File: src/rtl/pbf_pkg.sv
package pbf_pkg;

    typedef struct packed {
        logic cs_n;
        logic iorq_n;
        logic rd_n;
        logic m1_n;
        logic port_sel;
        logic ctl_sel;
        logic ie_in;
    } bus_smp_t;

    localparam bus_smp_t BUS_IDLE = '{
        cs_n: 1'b1, iorq_n: 1'b1, rd_n: 1'b1, m1_n: 1'b1,
        port_sel: 1'b0, ctl_sel: 1'b0, ie_in: 1'b0
    };

    localparam int unsigned TGT_W     = 2;
    localparam int unsigned TGT_COUNT = 1 << TGT_W;

    typedef enum logic [TGT_W-1:0] {
        TGT_A_DATA = 2'd0,
        TGT_A_CTRL = 2'd1,
        TGT_B_DATA = 2'd2,
        TGT_B_CTRL = 2'd3
    } tgt_e;

    function automatic tgt_e tgt_of(input bus_smp_t s);
        return tgt_e'({s.port_sel, s.ctl_sel});
    endfunction

endpackage

File: src/rtl/pbf_sampler.sv
module pbf_sampler
    import pbf_pkg::*;
#(
    parameter int DATA_W = 8
) (
    input  logic              clk,
    input  logic              rst_n,
    input  bus_smp_t          bus_i,
    input  logic [DATA_W-1:0] data_i,
    output bus_smp_t          bus_q_o,
    output logic [DATA_W-1:0] data_q_o
);

    typedef struct packed {
        bus_smp_t          bus;
        logic [DATA_W-1:0] data;
    } smp_t;

    smp_t smp_d, smp_q;

    always_comb begin
        smp_d      = smp_q;
        smp_d.bus  = bus_i;
        smp_d.data = data_i;
    end

    always_ff @(posedge clk or negedge rst_n) begin
        if (!rst_n) begin
            smp_q.bus  <= BUS_IDLE;
            smp_q.data <= '0;
        end else begin
            smp_q <= smp_d;
        end
    end

    assign bus_q_o  = smp_q.bus;
    assign data_q_o = smp_q.data;

endmodule

File: src/rtl/pbf_decode.sv
module pbf_decode
    import pbf_pkg::*;
#(
    parameter int RST_CYCLES = 2
) (
    input  logic     clk,
    input  logic     rst_n,
    input  bus_smp_t smp_i,
    output logic     rd_act_o,
    output logic     rd_new_o,
    output logic     wr_new_o,
    output logic     ack_ok_o,
    output logic     srst_fire_o,
    output tgt_e     tgt_o
);

    localparam int CNT_W = $clog2(RST_CYCLES + 1);

    typedef struct packed {
        logic             held_rd;
        logic             held_wr;
        logic             held_ack;
        logic [CNT_W-1:0] m1_run;
    } dec_t;

    dec_t dec_d, dec_q;

    logic rd_act, wr_act, ack_act, rst_cond;

    always_comb begin
        rd_act   = !smp_i.cs_n && !smp_i.iorq_n && !smp_i.rd_n && smp_i.m1_n;
        wr_act   = !smp_i.cs_n && !smp_i.iorq_n &&  smp_i.rd_n && smp_i.m1_n;
        ack_act  = !smp_i.m1_n && !smp_i.iorq_n;
        rst_cond = !smp_i.m1_n &&  smp_i.iorq_n &&  smp_i.rd_n;

        dec_d          = dec_q;
        dec_d.held_rd  = rd_act;
        dec_d.held_wr  = wr_act;
        dec_d.held_ack = ack_act;
        if (!rst_cond)
            dec_d.m1_run = '0;
        else if (dec_q.m1_run != CNT_W'(RST_CYCLES))
            dec_d.m1_run = dec_q.m1_run + 1'b1;

        rd_act_o    = rd_act;
        rd_new_o    = rd_act && !dec_q.held_rd;
        wr_new_o    = wr_act && !dec_q.held_wr;
        ack_ok_o    = ack_act && !dec_q.held_ack && smp_i.ie_in;
        srst_fire_o = rst_cond && (dec_q.m1_run == CNT_W'(RST_CYCLES - 1));
        tgt_o       = tgt_of(smp_i);
    end

    always_ff @(posedge clk or negedge rst_n) begin
        if (!rst_n) dec_q <= '0;
        else        dec_q <= dec_d;
    end

endmodule

File: src/rtl/pbf_regbank.sv
module pbf_regbank #(
    parameter int DATA_W  = 8,
    parameter int NUM_REG = 4
) (
    input  logic                      clk,
    input  logic                      rst_n,
    input  logic [NUM_REG-1:0]        wr_en_i,
    input  logic [DATA_W-1:0]         wr_data_i,
    input  logic                      clr_i,
    output logic [NUM_REG*DATA_W-1:0] regs_o
);

    for (genvar g = 0; g < NUM_REG; g++) begin : g_reg
        logic [DATA_W-1:0] val_d, val_q;

        always_comb begin
            val_d = val_q;
            if (clr_i)
                val_d = '0;
            else if (wr_en_i[g])
                val_d = wr_data_i;
        end

        always_ff @(posedge clk or negedge rst_n) begin
            if (!rst_n) val_q <= '0;
            else        val_q <= val_d;
        end

        assign regs_o[g*DATA_W +: DATA_W] = val_q;
    end

endmodule

File: src/rtl/pbf_intchain.sv
module pbf_intchain (
    input  logic clk,
    input  logic rst_n,
    input  logic irq_req_i,
    input  logic ack_ok_i,
    input  logic clr_i,
    input  logic ie_in_i,
    output logic ie_out_o,
    output logic ack_o
);

    typedef struct packed {
        logic pend;
        logic ack;
    } ic_t;

    ic_t ic_d, ic_q;
    logic grant;

    always_comb begin
        grant  = ack_ok_i && ic_q.pend;
        ic_d   = ic_q;
        ic_d.ack = grant && !clr_i;
        if (clr_i || grant)
            ic_d.pend = 1'b0;
        else if (irq_req_i)
            ic_d.pend = 1'b1;
    end

    always_ff @(posedge clk or negedge rst_n) begin
        if (!rst_n) ic_q <= '0;
        else        ic_q <= ic_d;
    end

    assign ie_out_o = ie_in_i && !ic_q.pend;
    assign ack_o    = ic_q.ack;

endmodule

File: src/rtl/pbf_front.sv
module pbf_front
    import pbf_pkg::*;
#(
    parameter int DATA_W     = 8,
    parameter int RST_CYCLES = 2
) (
    input  logic                        clk,
    input  logic                        rst_n,
    input  logic                        cs_n,
    input  logic                        iorq_n,
    input  logic                        rd_n,
    input  logic                        m1_n,
    input  logic                        port_sel,
    input  logic                        ctl_sel,
    input  logic [DATA_W-1:0]           data_i,
    output logic [DATA_W-1:0]           data_o,
    output logic                        data_oe,
    input  logic                        irq_req,
    input  logic                        ie_in,
    output logic                        ie_out,
    output logic                        ack_o,
    output logic [TGT_COUNT-1:0]        rd_stb,
    output logic [TGT_COUNT-1:0]        wr_stb,
    output logic                        soft_rst,
    output logic [TGT_COUNT*DATA_W-1:0] regs_o
);

    typedef struct packed {
        logic                 oe;
        logic [DATA_W-1:0]    dout;
        logic [TGT_COUNT-1:0] rd;
        logic [TGT_COUNT-1:0] wr;
        logic                 srst;
    } out_t;

    bus_smp_t             bus_now, bus_q;
    logic [DATA_W-1:0]    data_q;
    logic                 rd_act, rd_new, wr_new, ack_ok, srst_fire;
    tgt_e                 tgt;
    logic [TGT_COUNT-1:0] tgt_hot, wr_en;
    logic [DATA_W-1:0]    sel_word;
    out_t                 out_d, out_q;

    always_comb begin
        bus_now          = BUS_IDLE;
        bus_now.cs_n     = cs_n;
        bus_now.iorq_n   = iorq_n;
        bus_now.rd_n     = rd_n;
        bus_now.m1_n     = m1_n;
        bus_now.port_sel = port_sel;
        bus_now.ctl_sel  = ctl_sel;
        bus_now.ie_in    = ie_in;
    end

    pbf_sampler #(.DATA_W(DATA_W)) u_smp (
        .clk      (clk),
        .rst_n    (rst_n),
        .bus_i    (bus_now),
        .data_i   (data_i),
        .bus_q_o  (bus_q),
        .data_q_o (data_q)
    );

    pbf_decode #(.RST_CYCLES(RST_CYCLES)) u_dec (
        .clk         (clk),
        .rst_n       (rst_n),
        .smp_i       (bus_q),
        .rd_act_o    (rd_act),
        .rd_new_o    (rd_new),
        .wr_new_o    (wr_new),
        .ack_ok_o    (ack_ok),
        .srst_fire_o (srst_fire),
        .tgt_o       (tgt)
    );

    always_comb begin
        tgt_hot  = TGT_COUNT'(1) << tgt;
        wr_en    = wr_new ? tgt_hot : '0;
        sel_word = regs_o[int'(tgt)*DATA_W +: DATA_W];

        out_d      = out_q;
        out_d.oe   = rd_act && !srst_fire;
        out_d.dout = rd_act ? sel_word : '0;
        out_d.rd   = rd_new ? tgt_hot : '0;
        out_d.wr   = wr_en;
        out_d.srst = srst_fire;
    end

    always_ff @(posedge clk or negedge rst_n) begin
        if (!rst_n) out_q <= '0;
        else        out_q <= out_d;
    end

    pbf_regbank #(.DATA_W(DATA_W), .NUM_REG(TGT_COUNT)) u_regs (
        .clk       (clk),
        .rst_n     (rst_n),
        .wr_en_i   (wr_en),
        .wr_data_i (data_q),
        .clr_i     (srst_fire),
        .regs_o    (regs_o)
    );

    pbf_intchain u_ic (
        .clk       (clk),
        .rst_n     (rst_n),
        .irq_req_i (irq_req),
        .ack_ok_i  (ack_ok),
        .clr_i     (srst_fire),
        .ie_in_i   (ie_in),
        .ie_out_o  (ie_out),
        .ack_o     (ack_o)
    );

    assign data_oe  = out_q.oe;
    assign data_o   = out_q.dout;
    assign rd_stb   = out_q.rd;
    assign wr_stb   = out_q.wr;
    assign soft_rst = out_q.srst;

endmodule


File: config.mk
export PLATFORM = sky130hd
export DESIGN_NAME = pbf_front
export DESIGN_NICKNAME = d
export VERILOG_FILES = /design/src/rtl/pbf_pkg.sv /design/src/rtl/pbf_sampler.sv /design/src/rtl/pbf_decode.sv /design/src/rtl/pbf_regbank.sv /design/src/rtl/pbf_intchain.sv /design/src/rtl/pbf_front.sv
export SDC_FILE = /design/constraint.sdc
export NUM_CORES = 1
export LEC_CHECK = 0
export BUFFER_PORTS_ARGS = -buffer_cell sky130_fd_sc_hd__clkbuf_2
export CAP_MARGIN = 15
export CORE_ASPECT_RATIO = 0.7
export CORE_MARGIN = 2
export CORE_UTILIZATION = 25
export CTS_CLUSTER_SIZE = 10
export DETAILED_ROUTE_END_ITERATION = 16
export GPL_TIMING_DRIVEN = 0
export PLACE_DENSITY_LB_ADDON = 0.25
export SYNTH_ARGS = -nofsm -noshare
export SYNTH_HDL_FRONTEND = slang
export SYNTH_SLANG_ARGS = --single-unit
File: constraint.sdc
create_clock -name clk -period 3.37 [get_ports clk]
set_input_delay 0.1685 -clock clk [delete_from_list [all_inputs] [get_ports clk]]
set_output_delay 0.1685 -clock clk [all_outputs]
set_load 0.01 [all_outputs]
======== After elaboration in Yosys (flattened, before gate mapping) ========
Index checks and enable logic that the tools add are counted.
word-level totals
  register bits ........................... 72
  output and inout port bits .............. 52
cells by class
  add/sub/neg operators ................... 1
  eq/ne operators ......................... 3
  shifts and indexed selects .............. 2
  mux-type cells .......................... 15
  reductions and logical operators ........ 32
operators by type and width
  kind                                                                    number
  8-bit two-way mux                                                       9
  32-bit by 6-bit variable part select with 8-bit output                  1
  1-bit logical AND                                                       17
  2-bit nonzero test                                                      5
  1-bit zero test                                                         9
  4-bit two-way mux                                                       2
  2-bit two-way mux                                                       2
  2-bit != test (second input constant)                                   2
  1-bit by 2-bit << shifter with 4-bit output (first input constant)      1
  2-bit by 1-bit adder with 2-bit output (second input constant)          1
  2-bit by 1-bit equality test with 1-bit output (second input constant)  1
  1-bit two-way mux                                                       2
  1-bit logical OR                                                        1

======== Depth between registers and ports, before layout ========
Gate-level depths: netlist of the first run.
  depth after elaboration ................. 8
  mapped depth ............................ 6
  mapped depth without buffers ............ 5

======== Hierarchy ========
From an unflattened synthesis of the first run, not the netlist that was laid out.
second synthesis, totals
  cells, all modules ...................... 209
  area, all modules ....................... 2872.8 sq um
by module, submodules not included
  module        times used  cells each  area each (sq um)
  pbf_regbank   1           103         1301.2
  pbf_front     1           60          805.8
  pbf_sampler   1           15          380.4
  pbf_decode    1           25          305.3
  pbf_intchain  1           6           80.1

======== Worst setup path after synthesis of the first run ========
Ideal clock, no wire load.
  kind .................................... flip-flop to flip-flop
  start ................................... register u_smp.smp_q, in the netlist u_smp.bus_q_o[4]
  end ..................................... register u_regs.g_reg[2].val_q[0]
  arrival ................................. 1.293 ns
  data required time ...................... 3.247 ns
  setup slack ............................. 1.954 ns
  cell stages (with the launch flop) ...... 5
  clock period less this slack ............ 1.416 ns
  cells stage by stage .................... dfstp_2 > nand4bb_4 > or3_1 > buf_6 > mux2i_1
between the ends
  word-level cells in the longest chain between the ends .. 5
  elaborated cells between the ends (all ways) .. 8
  those cells by class .................... 2 x mux; 6 x reduce/logical
RTL lines
  element                          RTL line           source
  from (decl)                      pbf_sampler.sv:19  smp_t smp_d, smp_q;
  from (signal assigned)           pbf_sampler.sv:32  smp_q <= smp_d;
  1-bit logical AND (2 in series)  pbf_decode.sv:32   wr_act = !smp_i.cs_n && !smp_i.iorq_n && smp_i.rd_n && smp_i.m1_n;
  1-bit logical AND                pbf_decode.sv:47   wr_new_o = wr_act && !dec_q.held_wr;
  4-bit two-way mux                pbf_front.sv:78    wr_en = wr_new ? tgt_hot : '0;
  2-bit nonzero test (no line)     -
  to (signal assigned)             pbf_regbank.sv:26  else val_q <= val_d;
  to (decl)                        pbf_regbank.sv:14  logic [DATA_W-1:0] val_d, val_q;
Several ways; a longest one is shown, not always the timed one.
A chain may end at the register's enable or synchronous reset.

======== Worst setup path in the final report of the first run ========
  start ................................... register u_dec.dec_q[0] (netlist bit)
  end ..................................... register u_regs.g_reg[2].val_q[0]
between the ends
  word-level cells in the longest chain between the ends .. 3
  elaborated cells between the ends (all ways) .. 4
  those cells by class .................... 1 x eq/ne; 1 x mux; 2 x reduce/logical
RTL lines
  element                                                         RTL line          source
  from (decl)                                                     pbf_decode.sv:26  dec_t dec_d, dec_q;
  from (signal assigned)                                          pbf_decode.sv:54  if (!rst_n) dec_q <= '0;
  from (signal assigned)                                          pbf_decode.sv:55  else dec_q <= dec_d;
  2-bit by 1-bit equality test with 1-bit output *                pbf_decode.sv:49  srst_fire_o = rst_cond && (dec_q.m1_run == CNT_W'(RST_CYCLES - 1));
  1-bit logical AND *                                             pbf_decode.sv:49
  8-bit two-way mux / 2-bit nonzero test (equally long branches)  -
Mark *: on every way between the ends. The rest lies on a longest branch, timed or not.

==> results of run 1 <==
final cells by class:
cell class                 instances  area (um2)  share of cell area [%]
buffer                            12       62.56                   1.633
multi-input combinational        137       929.6                   24.27
tap                              153       191.4                   4.998
clock buffer                      15       257.7                   6.730
timing repair buffer              86       535.5                   13.98
clock inverter                     1       5.005                  0.1307
sequential                        72        1807                   47.17
inverter                          11       41.29                   1.078
layer usage:
metal	part of all wire [%]	vias to the layer above	wire length, um	track usage (%)
met4	1.5	0	112	2.899
met3	7.1	9	545	6.450
li1	-	987	-	-
met5	0	-	0	0
met1	49	1037	3763	18.33
met2	42	62	3266	19.17
worst register-to-register path, stage by stage, from the launching register on:
cell	delay, ps
dfrtp_1	400
ha_1	200
nand4b_1	350
clkbuf_1	560
nand2_1	120
mux2i_1	160
where the power goes:
group / total (mW) / internal (mW) / switching (mW)
sequential: 1.02 / 0.949 / 0.0738
combinational: 0.282 / 0.135 / 0.147
clock: 0.850 / 0.518 / 0.331
sequential cells by signal, indices dropped and copies added, names as in the netlist:
signal          count
u_ic.ack_o          1
u_ic.ic_q           1
u_regs.g.val_q     32
data_oe             1
u_smp.bus_q_o       7
wr_stb              4
u_smp.data_q_o      8
u_dec.dec_q         5
soft_rst            1
data_o              8
rd_stb              4
layout by cell type, fill, tap and decap left out, types with 2 or more instances in the layout:
master          n
and2_1         10
buf_2           5
clkbuf_1        9
clkbuf_16       9
clkbuf_2       68
dfrtp_1        68
dfstp_2         4
dlygate4sd3_1  16
ha_1            2
inv_1          10
mux2i_1         8
mux4_2          8
nand2_1        35
nand2b_1        2
nand3_1        24
nor2_1          7
nor3_1          2
nor3_2          2
o21ai_0        23
final timing paths:
path,start,end,slack (ps),cells after the start
max in group asynchronous,rst_n,u_smp.data_q_o[7]$_DFF_PN0_,2490,3
min in group asynchronous,rst_n,u_ic.ack_o$_DFF_PN0_,310,2
hold reg to reg,u_regs.g_reg[2].val_q[6]$_DFFE_PN0P_,u_regs.g_reg[2].val_q[6]$_DFFE_PN0P_,550,2
setup reg to reg,u_dec.dec_q[0]$_DFFE_PN0P_,u_regs.g_reg[2].val_q[0]$_DFFE_PN0P_,1500,5
setup / recovery,u_dec.dec_q[0]$_DFFE_PN0P_,u_regs.g_reg[2].val_q[0]$_DFFE_PN0P_,1500,5
hold / removal,irq_req,u_ic.ic_q[1]$_DFFE_PN0P_,80,3
logic make-up (layout without fill, tap and decap cells):
| group | count (synthesis) | after routing |
|---|---|---|
| and+or+nand+nor | 93 | 93 |
| DFF | 72 | 72 |
| AOI/OAI and AO/OA | 25 | 25 |
| buffers and inverters | 23 | 125 |
| muxes | 16 | 16 |
| adders and majority gates | 2 | 2 |
| xor gates and xnor gates | 1 | 1 |
stage by stage:
stage	utilization, %	hold slack, ps
floorplan	-	-127.1
global placement	30.56	258.0
detailed placement	30.83	118.6
CTS	34.66	81.11
global route	34.66	94.20
finish	34.66	82.37
timing repair:
item / in CTS / in global routing
buffers inserted: 0 / 0
hold endpoints to repair: 31 / 0
hold buffers: 16 / 0
==> out/metrics.cfg, run 1 <==
[run_status]
status = completed

[global_route]
grt_max_degree = 53
grt_pass1_vias = 2147
grt_pass1_wl_um = 12160
grt_overflow = 0
antenna_found_initial = 0
grtUsageTotal_pct = 13.39

[placed_design]
place_ws_ps = 1464
postPlaceCellArea_um2 = 3407
placed_cells = 455
hpwl_um = 5286
gp_congestion = 0.7512
portBuffers = 69

[sta]
slew_headroom_pct = 53.73
post-route-worst-setup-slack_ps = 1498
max_slew.worst_pin.slew_ps = 691.2
drv_slew = 0
finalClockSkew_ps = 4.662
hold_violations = 0
period_needed_ps = 1872
setup_viol = 0
grt_setup_unrepaired = no
fin_tns_setup_ps = 0
fmax_mhz = 534.2
period_share_pct = 55.55

[floorplanning]
start_util_pct = 25.70
core_area_um2 = 11050
die_y_um = 93.18
die-area_um2 = 12240
die_w_um = 131.4
io_pins = 70
rows = 32

[clock_network]
root_buffer = clkbuf_16
clock-sinks = 72
cts_max_level = 3
post_cts_resized = 0
clock_latency_ps = 330
clk_pin_slew_worst_paths_ps = 50
cts-buffers-inserted = 9
clk_path_buf_depth = 2
cts_tree = yes

[drt]
wl_per_cell_um = 15.78
drt_wl_total_um = 7687
drt_iter0_markers = 119
route.detailed.drc = 0
drtAntennaViolNets = 0
vias = 2095
first_pass_iters = 4
via_per_inst = 4.302

[yosys]
ys_seq_elements = 72
syn_area_um2 = 2840
synth_xor_area_share_pct = 0.3084
synth_top_family_by_area = simple AND/OR/NAND/NOR gates
yosys.cell_types.count = 34
synthAdderAreaFrac_pct = 0.8811
ys.flop_type = dfrtp_1
synth_area_leaders = dfrtp_1 60%, mux4_2 6.3%, nand2_1 4.6%
syn_area_per_cell_um2 = 12.24
synth-compound-area-share_pct = 4.405
muxShareOfSynthArea_pct = 9.163
synth_top_area_share_pct = 59.91
synth_commonest_cells = 68 x dfrtp_1, 35 x nand2_1, 24 x nand3_1
synth_most_common_cell = dfrtp_1
synthSimpleGateAreaFrac_pct = 17.97
syn_nets = 252
seq_area_frac_synth_pct = 63.61
synth_warnings = 0
synth_edf_count = 0
netlist_instances = 232
yosysTopAreaCell = dfrtp_1
async_reset_ff_share_pct = 100.0

[setup_path]
cp_top_family = buffers and inverters
cpMaxStageDelayCell = clkbuf_1
path_cells = ha_1 -> nand4b_1 -> clkbuf_1 -> nand2_1 -> mux2i_1
critPathLaunchType = flop
required_ps = 3620
critPathMaxStageDelay_ps = 560
end_kind = flop
crit_buf_inv = 1
crit_fanout = 10
path_class = flop to flop
cp.arrival_ps = 2120

[finish]
final_cells = 487
final_area_um2 = 3830
fillCellCount = 1147
final_nets = 349
diodes = 0
syn_to_final_growth_pct = 34.85
drive_above_1_share_pct = 31.74

[power_and_ir_drop]
p_total_mw = 2.155
p_leak_nw = 1.908
powerDensity_nw_per_um2 = 562.6
vdd_ir_drop_max_v = 0.0002264

[flow_run]
cap_violations = 0

[worst_hold_path]
hold_class = primary input to flop

No activity file was read; power rests on OpenSTA's default activity.
==> run 2: changes to the inputs <==
- clock period: 3.37 -> 1.9 ns (I/O delays scaled with it)
==> run 2 against run 1 <==
Against the previous run:
- global-route usage stayed put
- sequential share of layout area fell by 0.44 points
- via count grew 0.14%
- hold slack lost 71 ps
- sequential cell count did not move
- sequential power increased by 78%
- total power up 78%
- largest power group unchanged
==> out/metrics.cfg, run 2 (synthesized netlist as in run 1, its figures left out) <==
[setup_path]
critPathMaxStageDelay_ps = 610
path_cells = nand4bb_4 -> inv_2 -> clkbuf_1 -> nand3_1 -> o21ai_0
path_class = flop to flop
critPathLaunchType = flop
end_kind = flop
cp_top_family = buffers and inverters
cp.arrival_ps = 1980
crit_buf_inv = 2
cpMaxStageDelayCell = dfstp_2
required_ps = 2140
crit_fanout = 10

[finish]
diodes = 0
fillCellCount = 1142
layout_commonest_cell = clkbuf_2
largest_reg_flops = 32
final_nets = 351
final_util_pct = 34.99
seqCellArea_um2 = 1807
syn_to_final_growth_pct = 36.12
final_area_um2 = 3866
final_cell_mix = 70 x clkbuf_2, 68 x dfrtp_1, 35 x nand2_1
drive_above_1_share_pct = 32.74
multi_input_area_um2 = 948.4
top_register = u_regs.g.val_q

[sta]
period_needed_ps = 1740
max_slew.worst_pin.slew_ps = 506.2
setup_viol = 0
finalClockSkew_ps = 6.029
post-route-worst-setup-slack_ps = 159.8
slew_headroom_pct = 66.25
grt_setup_unrepaired = no
drv_slew = 0
fin_tns_setup_ps = 0
fmax_mhz = 574.7
hold_violations = 0
period_share_pct = 91.59

[placed_design]
gp_congestion = 0.7512
portBuffers = 69
place_ws_ps = -5.541
postPlaceCellArea_um2 = 3407
hpwl_um = 5286

[drt]
drtAntennaViolNets = 0
first_pass_iters = 4
drt_wl_total_um = 7696
route.detailed.drc = 0
drt_iter0_markers = 129
wl_per_cell_um = 15.74
via_per_inst = 4.290
vias = 2098

[power_and_ir_drop]
p_leak_nw = 1.927
p_sw_share_pct = 25.68
combPwrFrac_pct = 13.2
pwr-share-clk_pct = 39.4
vdd_ir_drop_max_v = 0.0004061
p_int_mw = 2.845
pwr-share-seq_pct = 47.4
powerDensity_nw_per_um2 = 990.2
switchingPower_mw = 0.9832

[clock_network]
clock-sinks = 72
clk_pin_slew_worst_paths_ps = 50
cts_max_level = 3
cts_tree = yes
cts-buffers-inserted = 9
root_buffer = clkbuf_16
clk_path_buf_depth = 2
clock_latency_ps = 330

[floorplanning]
die_y_um = 93.18
die_w_um = 131.4
start_util_pct = 25.70
rows = 32
core_area_um2 = 11050
die-area_um2 = 12240
io_pins = 70

[global_route]
grt_pass1_vias = 2147
grt_util_met2_pct = 19.17
grtUsageTotal_pct = 13.39
grt_max_degree = 53
grt_overflow = 0
antenna_found_initial = 0
grt_pass1_wl_um = 12160
use_met3_pct = 6.450
top_usage_layer = met2
use_met1_pct = 18.33

[run_status]
status = completed

[worst_hold_path]
hold_class = primary input to flop

[flow_run]
cap_violations = 0

[run 2: changes by cell type in the layout (fill, tap and decap cells not counted), sizes merged]
cell,delta
buf,+2
[run 2: metrics by stage]
step / hold slack (ps) / power, mW / std cells
after floorplan: -200.6 / 2.052 / 232
after global placement: 184.5 / 2.305 / 454
after detailed placement: 45.05 / 2.328 / 455
after CTS: 7.606 / 3.887 / 487
after global routing: 20.70 / 4.035 / 489
final: 11.00 / 3.828 / 489
[run 2: worst register-to-register path, delay by kind of cell, from the launching register on]
family / cells / cell delay (ps)
AO/OA/AOI/OAI: 1 / 120
buffers and inverters: 2 / 620
flip-flops: 1 / 610
AND/OR/NAND/NOR: 2 / 310
[run 2: repair_timing]
| item | in CTS | in global routing |
|---|---|---|
| buffers inserted | 0 | 2 |
| hold buffers | 16 | 0 |
| pin swaps | 0 | 0 |
| resized for setup | 1 | 5 |
| setup endpoints to repair | 8 | 25 |
| endpoints found under the hold margin | 35 | 0 |
[run 2: power by group through the flow]
stage	clock [mW]	combinational [mW]	sequential (mW)
final	1.51	0.505	1.82
after global routing	1.63	0.565	1.83
after CTS	1.56	0.514	1.82
after detailed placement	0	0.487	1.84
after global placement	0	0.472	1.83
after floorplan	0	0.189	1.86
[run 2: routing by layer]
layer,vias to the layer above,share of wire [%]
met3,6,6.9
met1,1038,49
met5,-,0
met4,0,1.1
met2,64,43
li1,990,-
[run 2: final timing paths]
| kind | startpoint | to | slack, ps | depth (start not counted) |
|---|---|---|---|---|
| worst min-delay path | irq_req | u_ic.ic_q[1]$_DFFE_PN0P_ | 10 | 3 |
| worst min register to register | u_dec.dec_q[2]$_DFF_PN0_ | u_ic.ack_o$_DFF_PN0_ | 550 | 1 |
| worst max-delay path | u_smp.bus_q_o[4]$_DFF_PN1_ | u_regs.g_reg[0].val_q[6]$_DFFE_PN0P_ | 160 | 5 |
| min in group asynchronous | rst_n | u_ic.ack_o$_DFF_PN0_ | 230 | 2 |
| max in group asynchronous | rst_n | u_smp.data_q_o[7]$_DFF_PN0_ | 1090 | 3 |
| worst max register to register | u_smp.bus_q_o[4]$_DFF_PN1_ | u_regs.g_reg[0].val_q[6]$_DFFE_PN0P_ | 160 | 5 |
[run 2: cell type report]
cell class | instances | share of cell area, %
Buffer | 12 | 1.683
Clock buffer | 15 | 6.667
Clock inverter | 1 | 0.1294
Inverter | 11 | 1.068
Multi-Input combinational cell | 137 | 24.53
Sequential cell | 72 | 46.73
Tap cell | 153 | 4.951
Timing Repair Buffer | 88 | 14.24
==> run 3: changes to the inputs <==
- REMOVE_ABC_BUFFERS: not set -> 1
- SKIP_LAST_GASP: not set -> 1
==> run 3 against run 2 <==
Against the previous run:
- non-clock buffer count down 8
- sequential power about the same
- final area up 0.19%
- clock power about the same
- total power down 0.26%
- first-iteration DRC count down 15%
- core utilization up 0.068 points
- largest power group unchanged
==> out/metrics.cfg, run 3 (synthesized netlist as in run 1, its figures left out) <==
[run_status]
status = completed

[clock_network]
root_buffer = clkbuf_16
cts_max_level = 3
cts-buffers-inserted = 9
clock_latency_ps = 330
clk_pin_slew_worst_paths_ps = 60
clk_path_buf_depth = 2
cts_tree = yes
clock-sinks = 72

[global_route]
grt_max_degree = 64
grtUsageTotal_pct = 13.20
grt_pass1_wl_um = 11840
antenna_found_initial = 0
use_met1_pct = 18.45
grt_pass1_vias = 2098
grt_util_met2_pct = 18.46
use_met3_pct = 4.986
grt_overflow = 0
top_usage_layer = met2

[setup_path]
reg2reg_slack_ps = 140
required_ps = 2110
cp.arrival_ps = 1970
reg2reg_from = u_smp.bus_q_o[2]$_DFF_PN0_
critPathLaunchType = flop
r2r_cells = 3
end_kind = flop
r2r-end = u_regs.g_reg[0].val_q[7]$_DFFE_PN0P_
crit_fanout = 15
path_class = flop to flop

[finish]
fillCellCount = 1137
diodes = 0
final_nets = 343
largest_reg_flops = 32
top_register = u_regs.g.val_q
syn_to_final_growth_pct = 36.39
layout_commonest_cell = clkbuf_2
drive_above_1_share_pct = 34.56
multi_input_area_um2 = 955.9
seqCellArea_um2 = 1809
final_cell_mix = 68 x clkbuf_2, 66 x dfrtp_1, 35 x nand2_1

[sta]
period_needed_ps = 1761
setup_viol = 0
period_share_pct = 92.70
holdWs_ps = 186.6
max_slew.worst_pin.slew_ps = 506.9
fin_tns_setup_ps = 0
grt_setup_unrepaired = no
slew_headroom_pct = 66.10
drv_slew = 0
finalClockSkew_ps = 5.884
hold_violations = 0
fmax_mhz = 567.7

[drt]
vias = 2062
drt_wl_total_um = 7562
wl_per_cell_um = 15.75
route.detailed.drc = 0
drtAntennaViolNets = 0
first_pass_iters = 2
via_per_inst = 4.296
drt_iter0_markers = 110

[placed_design]
gp_congestion = 0.6825
portBuffers = 69
hpwl_um = 4910

[floorplanning]
die_w_um = 131.4
core_area_um2 = 11050
die_y_um = 93.18
die-area_um2 = 12240
io_pins = 70
start_util_pct = 25.70
rows = 32

[flow_run]
cap_violations = 0

[power_and_ir_drop]
p_leak_nw = 1.922
p_total_mw = 3.818
vdd_ir_drop_max_v = 0.0003990
powerDensity_nw_per_um2 = 985.7

[worst_hold_path]
hold_class = primary input to async pin

run 3: changes by cell type in the layout (fill, tap and decap cells not counted), sizes merged:
| cell | before | now |
|---|---|---|
| clkbuf | 88 | 78 |
| buf | 11 | 6 |
| clkinv | 1 | 6 |
| dlygate4sd3 | 16 | 17 |
run 3: how the worst max path moves through the flow:
stage / from / endpoint / depth (start not counted)
after floorplan: u_smp.bus_q_o[4]$_DFF_PN1_ / u_regs.g_reg[2].val_q[0]$_DFFE_PN0P_ / 3
after global placement: u_smp.bus_q_o[4]$_DFF_PN1_ / u_regs.g_reg[2].val_q[3]$_DFFE_PN0P_ / 3
after detailed placement: u_smp.bus_q_o[1]$_DFF_PN0_ / u_regs.g_reg[1].val_q[1]$_DFFE_PN0P_ / 3
after CTS: u_smp.bus_q_o[3]$_DFF_PN1_ / rd_stb[1]$_DFF_PN0_ / 3
after global routing: u_smp.bus_q_o[1]$_DFF_PN0_ / u_regs.g_reg[3].val_q[3]$_DFFE_PN0P_ / 3
final: u_smp.bus_q_o[2]$_DFF_PN0_ / u_regs.g_reg[0].val_q[7]$_DFFE_PN0P_ / 3
run 3: per-layer routing:
layer	part of all wire (%)	wire (um)
met1	52	3956
met3	5.0	375
met2	41	3102
met5	0	0
met4	1.7	128
run 3: critical path: stages, from the launching register on:
cell and delay (ps):
dfrtp_2 590, nor3_4 530, and2_2 370, o21ai_0 140
run 3: layout make-up:
class | instances | share of cell area, %
Clock buffer | 9 | 5.814
Multi-Input combinational cell | 137 | 24.68
Clock inverter | 6 | 0.9690
Inverter | 11 | 1.130
Tap cell | 153 | 4.942
Timing Repair Buffer | 92 | 15.76
Sequential cell | 72 | 46.71
run 3: stage by stage:
| step | area, um2 | setup WS [ps] | std cells | util [%] |
|---|---|---|---|---|
| 4_1_cts | 3856 | 59.24 | 478 | 34.90 |
| 3_3_place_gp | 3314 | -713.6 | 442 | 29.99 |
| 5_1_grt | 3874 | 51.47 | 480 | 35.05 |
| 6_report | 3874 | 138.6 | 480 | 35.05 |
| 3_5_place_dp | 3387 | -623.1 | 445 | 30.65 |
| 2_1_floorplan | 2778 | 87.05 | 220 | - |
run 3: power by group:
group / total, mW / leakage, nW / internal [mW] / switching, mW
logic: 0.487 / 0.854 / 0.243 / 0.244
clock network: 1.50 / 0.135 / 0.870 / 0.634
registers: 1.83 / 0.933 / 1.68 / 0.144
run 3: timing repair:
action                                  in CTS  in global routing
hold buffers                                17                  0
pin swaps                                    0                  0
hold endpoints to repair                    86                  0
gates resized for setup                      8                  2
buffers inserted                             1                  2
endpoints found under the setup margin      36                  5
